**src/rtl/shmem_map.sv**
```systemverilog
module shmem_map #(
  parameter int AW         = 16,
  parameter int DW         = 8,
  parameter int PW         = 11,
  parameter int AUX_BYTES  = 768,
  parameter int DISP_BYTES = 1280,
  parameter int CLR_BYTES  = 1024,
  parameter logic [AW-1:0] TXT_BASE = 16'h2000,
  parameter logic [AW-1:0] CC_BASE  = 16'h8000,
  parameter logic [DW-1:0] FILL     = 8'h20
) (
  input  logic          clk,
  input  logic          rst_n,
  input  logic          reset_req,
  input  logic          wake_vld,
  input  logic          wake_by_int,
  input  logic          mode_cc,
  input  logic [AW-1:0] cpu_addr,
  input  logic          cpu_rd,
  input  logic          cpu_wr,
  input  logic [DW-1:0] cpu_wdata,
  output logic [DW-1:0] cpu_rdata,
  output logic          cpu_stall,
  output logic          hit,
  output logic          busy,
  output logic [PW-1:0] ram_addr,
  output logic          ram_we,
  output logic          ram_re,
  output logic [DW-1:0] ram_wdata,
  input  logic [DW-1:0] ram_rdata
);

  localparam int CW = $clog2(CLR_BYTES);
  localparam logic [PW-1:0] DISP_PHYS = PW'(AUX_BYTES);
  localparam logic [CW-1:0] CNT_LAST  = CW'(CLR_BYTES - 1);

  logic [AW-1:0] win_base, win_off;
  logic          aux_hit, disp_hit, restart, miss_q;
  logic [PW-1:0] cpu_phys;
  logic [CW-1:0] cnt;

  assign win_base = mode_cc ? CC_BASE : TXT_BASE;
  assign win_off  = cpu_addr - win_base;
  assign aux_hit  = cpu_addr < AW'(AUX_BYTES);
  assign disp_hit = (cpu_addr >= win_base) && (win_off < AW'(DISP_BYTES));
  assign hit      = aux_hit | disp_hit;
  assign cpu_phys = aux_hit ? PW'(cpu_addr) : DISP_PHYS + PW'(win_off);

  assign restart  = reset_req | (wake_vld & ~wake_by_int);

  always_ff @(posedge clk or negedge rst_n) begin
    if (!rst_n) begin
      busy <= 1'b1;
      cnt  <= '0;
    end else if (restart) begin
      busy <= 1'b1;
      cnt  <= '0;
    end else if (busy) begin
      cnt <= cnt + 1'b1;
      if (cnt == CNT_LAST) busy <= 1'b0;
    end
  end

  assign ram_addr  = busy ? DISP_PHYS + PW'(cnt) : cpu_phys;
  assign ram_we    = busy | (cpu_wr & hit);
  assign ram_re    = ~busy & cpu_rd & hit;
  assign ram_wdata = busy ? FILL : cpu_wdata;
  assign cpu_stall = busy & (cpu_rd | cpu_wr);

  always_ff @(posedge clk or negedge rst_n) begin
    if (!rst_n)              miss_q <= 1'b0;
    else if (cpu_rd & ~busy) miss_q <= ~hit;
  end

  assign cpu_rdata = miss_q ? '1 : ram_rdata;

  a_r5_fill_in_block0: assert property (@(posedge clk) disable iff (!rst_n)
    busy |-> (ram_we && ram_wdata == FILL && ram_addr >= DISP_PHYS &&
              ram_addr < DISP_PHYS + PW'(CLR_BYTES)));

  a_r5_ascending: assert property (@(posedge clk) disable iff (!rst_n)
    (busy && $past(busy) && $past(rst_n) && !$past(restart)) |->
      ram_addr == $past(ram_addr) + PW'(1));

  a_r9_restart_first: assert property (@(posedge clk) disable iff (!rst_n)
    restart |=> (busy && ram_addr == DISP_PHYS));

  a_r7_no_read_busy: assert property (@(posedge clk) disable iff (!rst_n)
    busy |-> !ram_re);

  a_r4_miss_no_write: assert property (@(posedge clk) disable iff (!rst_n)
    (!busy && cpu_wr && !hit) |-> !ram_we);

  a_r8_int_wake_idle: assert property (@(posedge clk) disable iff (!rst_n)
    (!busy && wake_vld && wake_by_int && !reset_req) |=> !busy);

endmodule

```
**config.mk**
```make
export PLATFORM = sky130hd
export DESIGN_NAME = shmem_map
export DESIGN_NICKNAME = d
export VERILOG_FILES = /design/src/rtl/shmem_map.sv
export SDC_FILE = /design/constraint.sdc
export NUM_CORES = 1
export LEC_CHECK = 0
export BUFFER_PORTS_ARGS = -buffer_cell sky130_fd_sc_hd__buf_2
export CELL_PAD_IN_SITES_DETAIL_PLACEMENT = 0
export CELL_PAD_IN_SITES_GLOBAL_PLACEMENT = 1
export CORE_MARGIN = 2
export CORE_UTILIZATION = 26
export CTS_CLUSTER_SIZE = 16
export DETAILED_ROUTE_END_ITERATION = 6
export PLACE_DENSITY_LB_ADDON = 0.1
export SKIP_CTS_REPAIR_TIMING = 1
export SYNTH_ARGS = -nofsm -noshare
export SYNTH_HDL_FRONTEND = slang
export SYNTH_SLANG_ARGS = --single-unit
```
**constraint.sdc**
```tcl
create_clock -name clk -period 1.8 [get_ports clk]
set_input_delay 0.36 -clock clk [delete_from_list [all_inputs] [get_ports clk]]
set_output_delay 0.36 -clock clk [all_outputs]
set_load 0.02 [all_outputs]
```
Word level (Yosys, flattened, before mapping) --
Cells that the tools add are included.
Word-level totals: register bits 12, input bits 40
Cells by class: equality and inequality tests 1, add/sub/neg operators 4, order comparisons 3, bitwise logic cells 12, reductions and logical operators 2, multiplexer cells 10
Operator list (number):
- two-way mux 11 bit | 2
- two-way mux 10 bit | 2
- greater-or-equal comparator 16 bit | 1
- less-than comparator 16 x 10 -> 1 bit, second input constant | 1
- less-than comparator 16 x 11 -> 1 bit, second input constant | 1
- two-way mux 16 bit | 1
- two-way mux 8 bit | 2
- subtractor 16 bit | 1
- adder 10 x 10 -> 11 bit, first input constant | 1
- adder 10 x 11 -> 11 bit, first input constant | 1
- adder 10 x 1 -> 10 bit, second input constant | 1
- equality test 10 bit, second input constant | 1
- AND 1 bit | 5
- bitwise OR 1 bit | 4
- two-way mux 1 bit | 3
- NOT 1 bit | 3
- nonzero test 2 bit | 1
- logical AND 1 bit | 1

Depth between registers and ports, before layout --
word-level depth 7, depth in mapped cells 7, depth with buffers taken out 7

Least setup slack after synthesis --
Ideal clock, no wire load.
kind input to output, from in mode_cc, to out ram_re, required time 1.440 ns, stages on the path 7, setup slack -0.385 ns, path buffers 0, data arrival time 1.825 ns, path through inv_1 > ha_1 > ha_1 > and4bb_2 > nand4_1 > o221ai_2 > and2_1
On the way: longest elaborated chain between the ends 6
Ends and longest elaborated chain:
- start: declaration | line 17 | input logic mode_cc,
- two-way mux 16 bit (*) | line 42 | assign win_base = mode_cc ? CC_BASE : TXT_BASE;
- subtractor 16 bit | line 43 | assign win_off = cpu_addr - win_base;
- less-than comparator 16 x 11 -> 1 bit | line 45 | assign disp_hit = (cpu_addr >= win_base) && (win_off < AW'(DISP_BYTES));
- logical AND 1 bit (*) | line 45
- bitwise OR 1 bit (*) | line 46 | assign hit = aux_hit | disp_hit;
- named net hit | line 24 | output logic hit,
- AND 1 bit (*) | line 66 | assign ram_re = ~busy & cpu_rd & hit;
- end: declaration | line 28 | output logic ram_re,
The timed path passes the listed nets; every way through them passes the cells marked *.

Final worst setup path --
from in mode_cc, to out ram_re
On the way: longest elaborated chain between the ends 6
Ends and longest elaborated chain (line):
- two-way mux 16 bit (*) | 42
- subtractor 16 bit | 43
- less-than comparator 16 x 11 -> 1 bit | 45
- logical AND 1 bit (*) | 45
- bitwise OR 1 bit (*) | 46
- AND 1 bit (*) | 66
Every way passes the cells marked *; elsewhere a longest branch is shown, timed or not.

==> results.py <==
metrics = {
    "outcome": {
        "outcome": "finished, violations left",
        "violations": "negative hold slack, negative setup slack",
    },
    "clock_network": {
        "cts_buffer_depth": 2,
        "clk_pin_slew_ns": 0.06,
        "clock_latency_ns": 0.24,
        "cts_made_buffers": 3,
        "htree_levels": 1,
        "root_buffer": "clkbuf_8",
        "cts_tree": "built",
        "cts_sinks": 12,
    },
    "die": {
        "core_um2": 4030,
        "ios": 72,
        "die_h_um": 69,
        "die_area_um2": 4760,
        "initial_core_util": 0.273,
        "core.rowCount": 23,
        "die_w_um": 69,
    },
    "cells_and_area": {
        "diodes": 0,
        "post_route_cells_drive_above_1_share": 0.615,
        "final_util": 0.485,
        "nets": 258,
        "area_growth_pct": 78.0,
    },
    "route": {
        "wirelength_um": 3400,
        "vias_per_cell": 4.63,
        "dr.pass1.iters": 4,
        "drc": 0,
        "ant_nets": 0,
        "via_count": 1194,
        "drtIter0Drc": 15,
        "wire_per_inst_um": 13.2,
    },
    "sta": {
        "min_period_over_period": 1.20,
        "slew_viol_final": 0,
        "layout_setup_ws_ns": -0.355,
        "finClkSkew_ns": 0.00586,
        "setup_violations": 11,
        "fmax_ghz": 0.464,
        "layout_min_cycle_time_ns": 2.16,
        "holdWs_ns": -0.00915,
        "hold_violations": 6,
        "worstMarginPinSlew_ns": 0.381,
        "relSlewSlack": 0.746,
        "rsz0062_at_grt": "true",
        "finalSetupTns_ns": -1.31,
    },
    "grt": {
        "antenna_found_initial": 0,
        "grt_pass1_vias": 1174,
        "grt_max_degree": 18,
        "grt-busiest-layer": "met2",
        "grt_first_pass_wirelength_um": 5430,
        "grt_use_met1": 0.157,
        "grt_overflow": 0,
        "grt_use_met2": 0.248,
        "use_met3": 0.0453,
        "groute.usage.overall": 0.137,
    },
    "placement": {
        "gp_congestion": 0.770,
        "numPortBuffers": 71,
        "dp_hpwl_um": 2700,
        "pre_cts_ws_ns": -0.534,
    },
    "synthesis": {
        "synth_edf_count": 0,
        "syn_nets": 168,
        "synthTopCellsByArea": "dfrtp_1 25%, ha_1 10%, mux2_2 8.2%",
        "yosysTopAreaCellShare": 0.251,
        "syn_area_um2": 1100,
        "synthCells": 119,
        "synth.avg_cell_area_um2": 9.23,
        "postSynth.asyncResetShare": 1.00,
        "seq_area_frac_synth": 0.274,
        "synthFlopType": "dfrtp_1",
        "synth_largest_area_cell": "dfrtp_1",
        "ys_types": 34,
        "ys_warn_count": 0,
        "ys_ff_latch": 12,
    },
    "worst_setup_path": {
        "endpoint_kind": "output port",
        "path_cells": "buf_8 > inv_12 > ha_4 > ha_4 > and4bb_2 > nand4_1 > o221ai_4 > and2_4 > buf_6",
        "worstSetupStartpointType": "primary input",
        "critPathKind": "in -> out",
        "arrival_ns": 1.80,
        "reg2reg_slack_ns": 0.14,
        "cp_slowest_cell": "o221ai_4",
        "critPathMaxStageDelay_ns": 0.25,
        "cp_common_cell": "ha_4",
        "crit_fanout": 4,
        "required_ns": 1.44,
    },
    "min_path": {
        "hp-class": "in -> async",
    },
    "job": {
        "maxCapViolCount": 0,
    },
    "pwr": {
        "peakVddDrop_mv": 0.312,
        "leakagePower_nw": 0.984,
        "powerDensity_nw_per_um2": 393,
    },
}
[per-stage QoR]
step / hold slack, ns / area [µm²] / std cells / power (W)
after floorplan: 0.0644 / 1170 / 119 / 0.000384
after global placement: 0.262 / 1660 / 248 / 0.000482
after detailed placement: 0.268 / 1660 / 248 / 0.000487
after CTS: 0.00151 / 1700 / 252 / 0.000755
after global routing: 0.0161 / 1960 / 258 / 0.000813
final: -0.00915 / 1960 / 258 / 0.000769
[cell usage in the layout, fill, tap and decap left out, types with 2 or more instances in the layout]
| cell | instances |
|---|---|
| clkbuf_8 | 3 |
| nand2_1 | 3 |
| nand4_1 | 3 |
| nor2_1 | 11 |
| xnor2_1 | 5 |
| a21o_1 | 3 |
| nor2b_1 | 8 |
| xor2_1 | 5 |
| dfrtp_1 | 11 |
| buf_8 | 2 |
| a21oi_1 | 2 |
| ha_4 | 2 |
| mux2i_1 | 2 |
| buf_6 | 13 |
| nand3_1 | 4 |
| inv_12 | 2 |
| and3_1 | 3 |
| inv_1 | 6 |
| buf_2 | 57 |
| buf_4 | 14 |
| and4_1 | 2 |
| or2_2 | 9 |
| nand2b_1 | 2 |
| buf_12 | 2 |
| mux2_2 | 4 |
| ha_1 | 6 |
| mux2_4 | 5 |
[critical path: cells and delay by family]
kind / cells / cell delay (ns)
AND/OR/NAND/NOR: 3 / 0.55
buffers and inverters: 3 / 0.23
adder cells (fa/ha/maj): 2 / 0.40
AO/OA/AOI/OAI: 1 / 0.25
[per-layer routing]
layer / vias to the layer above / wire length, µm
met5: - / 0
met4: 0 / 11
met3: 2 / 279
met2: 53 / 1730
met1: 553 / 1380
li1: 586 / -
[cells by family after synthesis]
kind of cell               synth area share
adders and majority gates             0.103
xor gates and xnor gates             0.0877
AOI/OAI and AO/OA                    0.0604
and+or+nand+nor                       0.296
DFF                                   0.274
muxes                                 0.123
buffers and inverters                0.0558
[path summary, 6_finish.rpt]
path                       depth (start not counted)    start     end
max                                                9  mode_cc  ram_re
min                                                1    rst_n  cnt[4]
max in group asynchronous                          1    rst_n    busy
max reg2reg                                        6     busy  cnt[5]
min in group clk                                   3   cpu_rd  miss_q
min reg2reg                                        2   cnt[6]  cnt[6]
[synthesized netlist by cell type, drive strengths merged, types with 4 or more instances]
master	count
dfrtp	11
nor2	11
ha	9
mux2	9
or2	9
inv	8
nor2b	8
xnor2	6
xor2	5
nand2	4
nand3	4
[state kept, by name, indices dropped and copies added (netlist names)]
name / cells
busy: 1
cnt: 10
miss_q: 1
[cell type report]
class / count / area (µm²)
flip-flops and latches: 12 / 302
repair buffers: 89 / 632
well taps: 50 / 62.6
clock buffers: 4 / 45.0
multi-input cells: 95 / 860
fillers: 421 / 2070
inverters: 8 / 55.1
[where the power goes]
part,switching (W),internal [W]
Sequential,0.00000874,0.000276
Clock,0.000106,0.000156
Combinational,0.000106,0.000116
Total,0.000221,0.000548
Power figures use the tool's default switching activity.
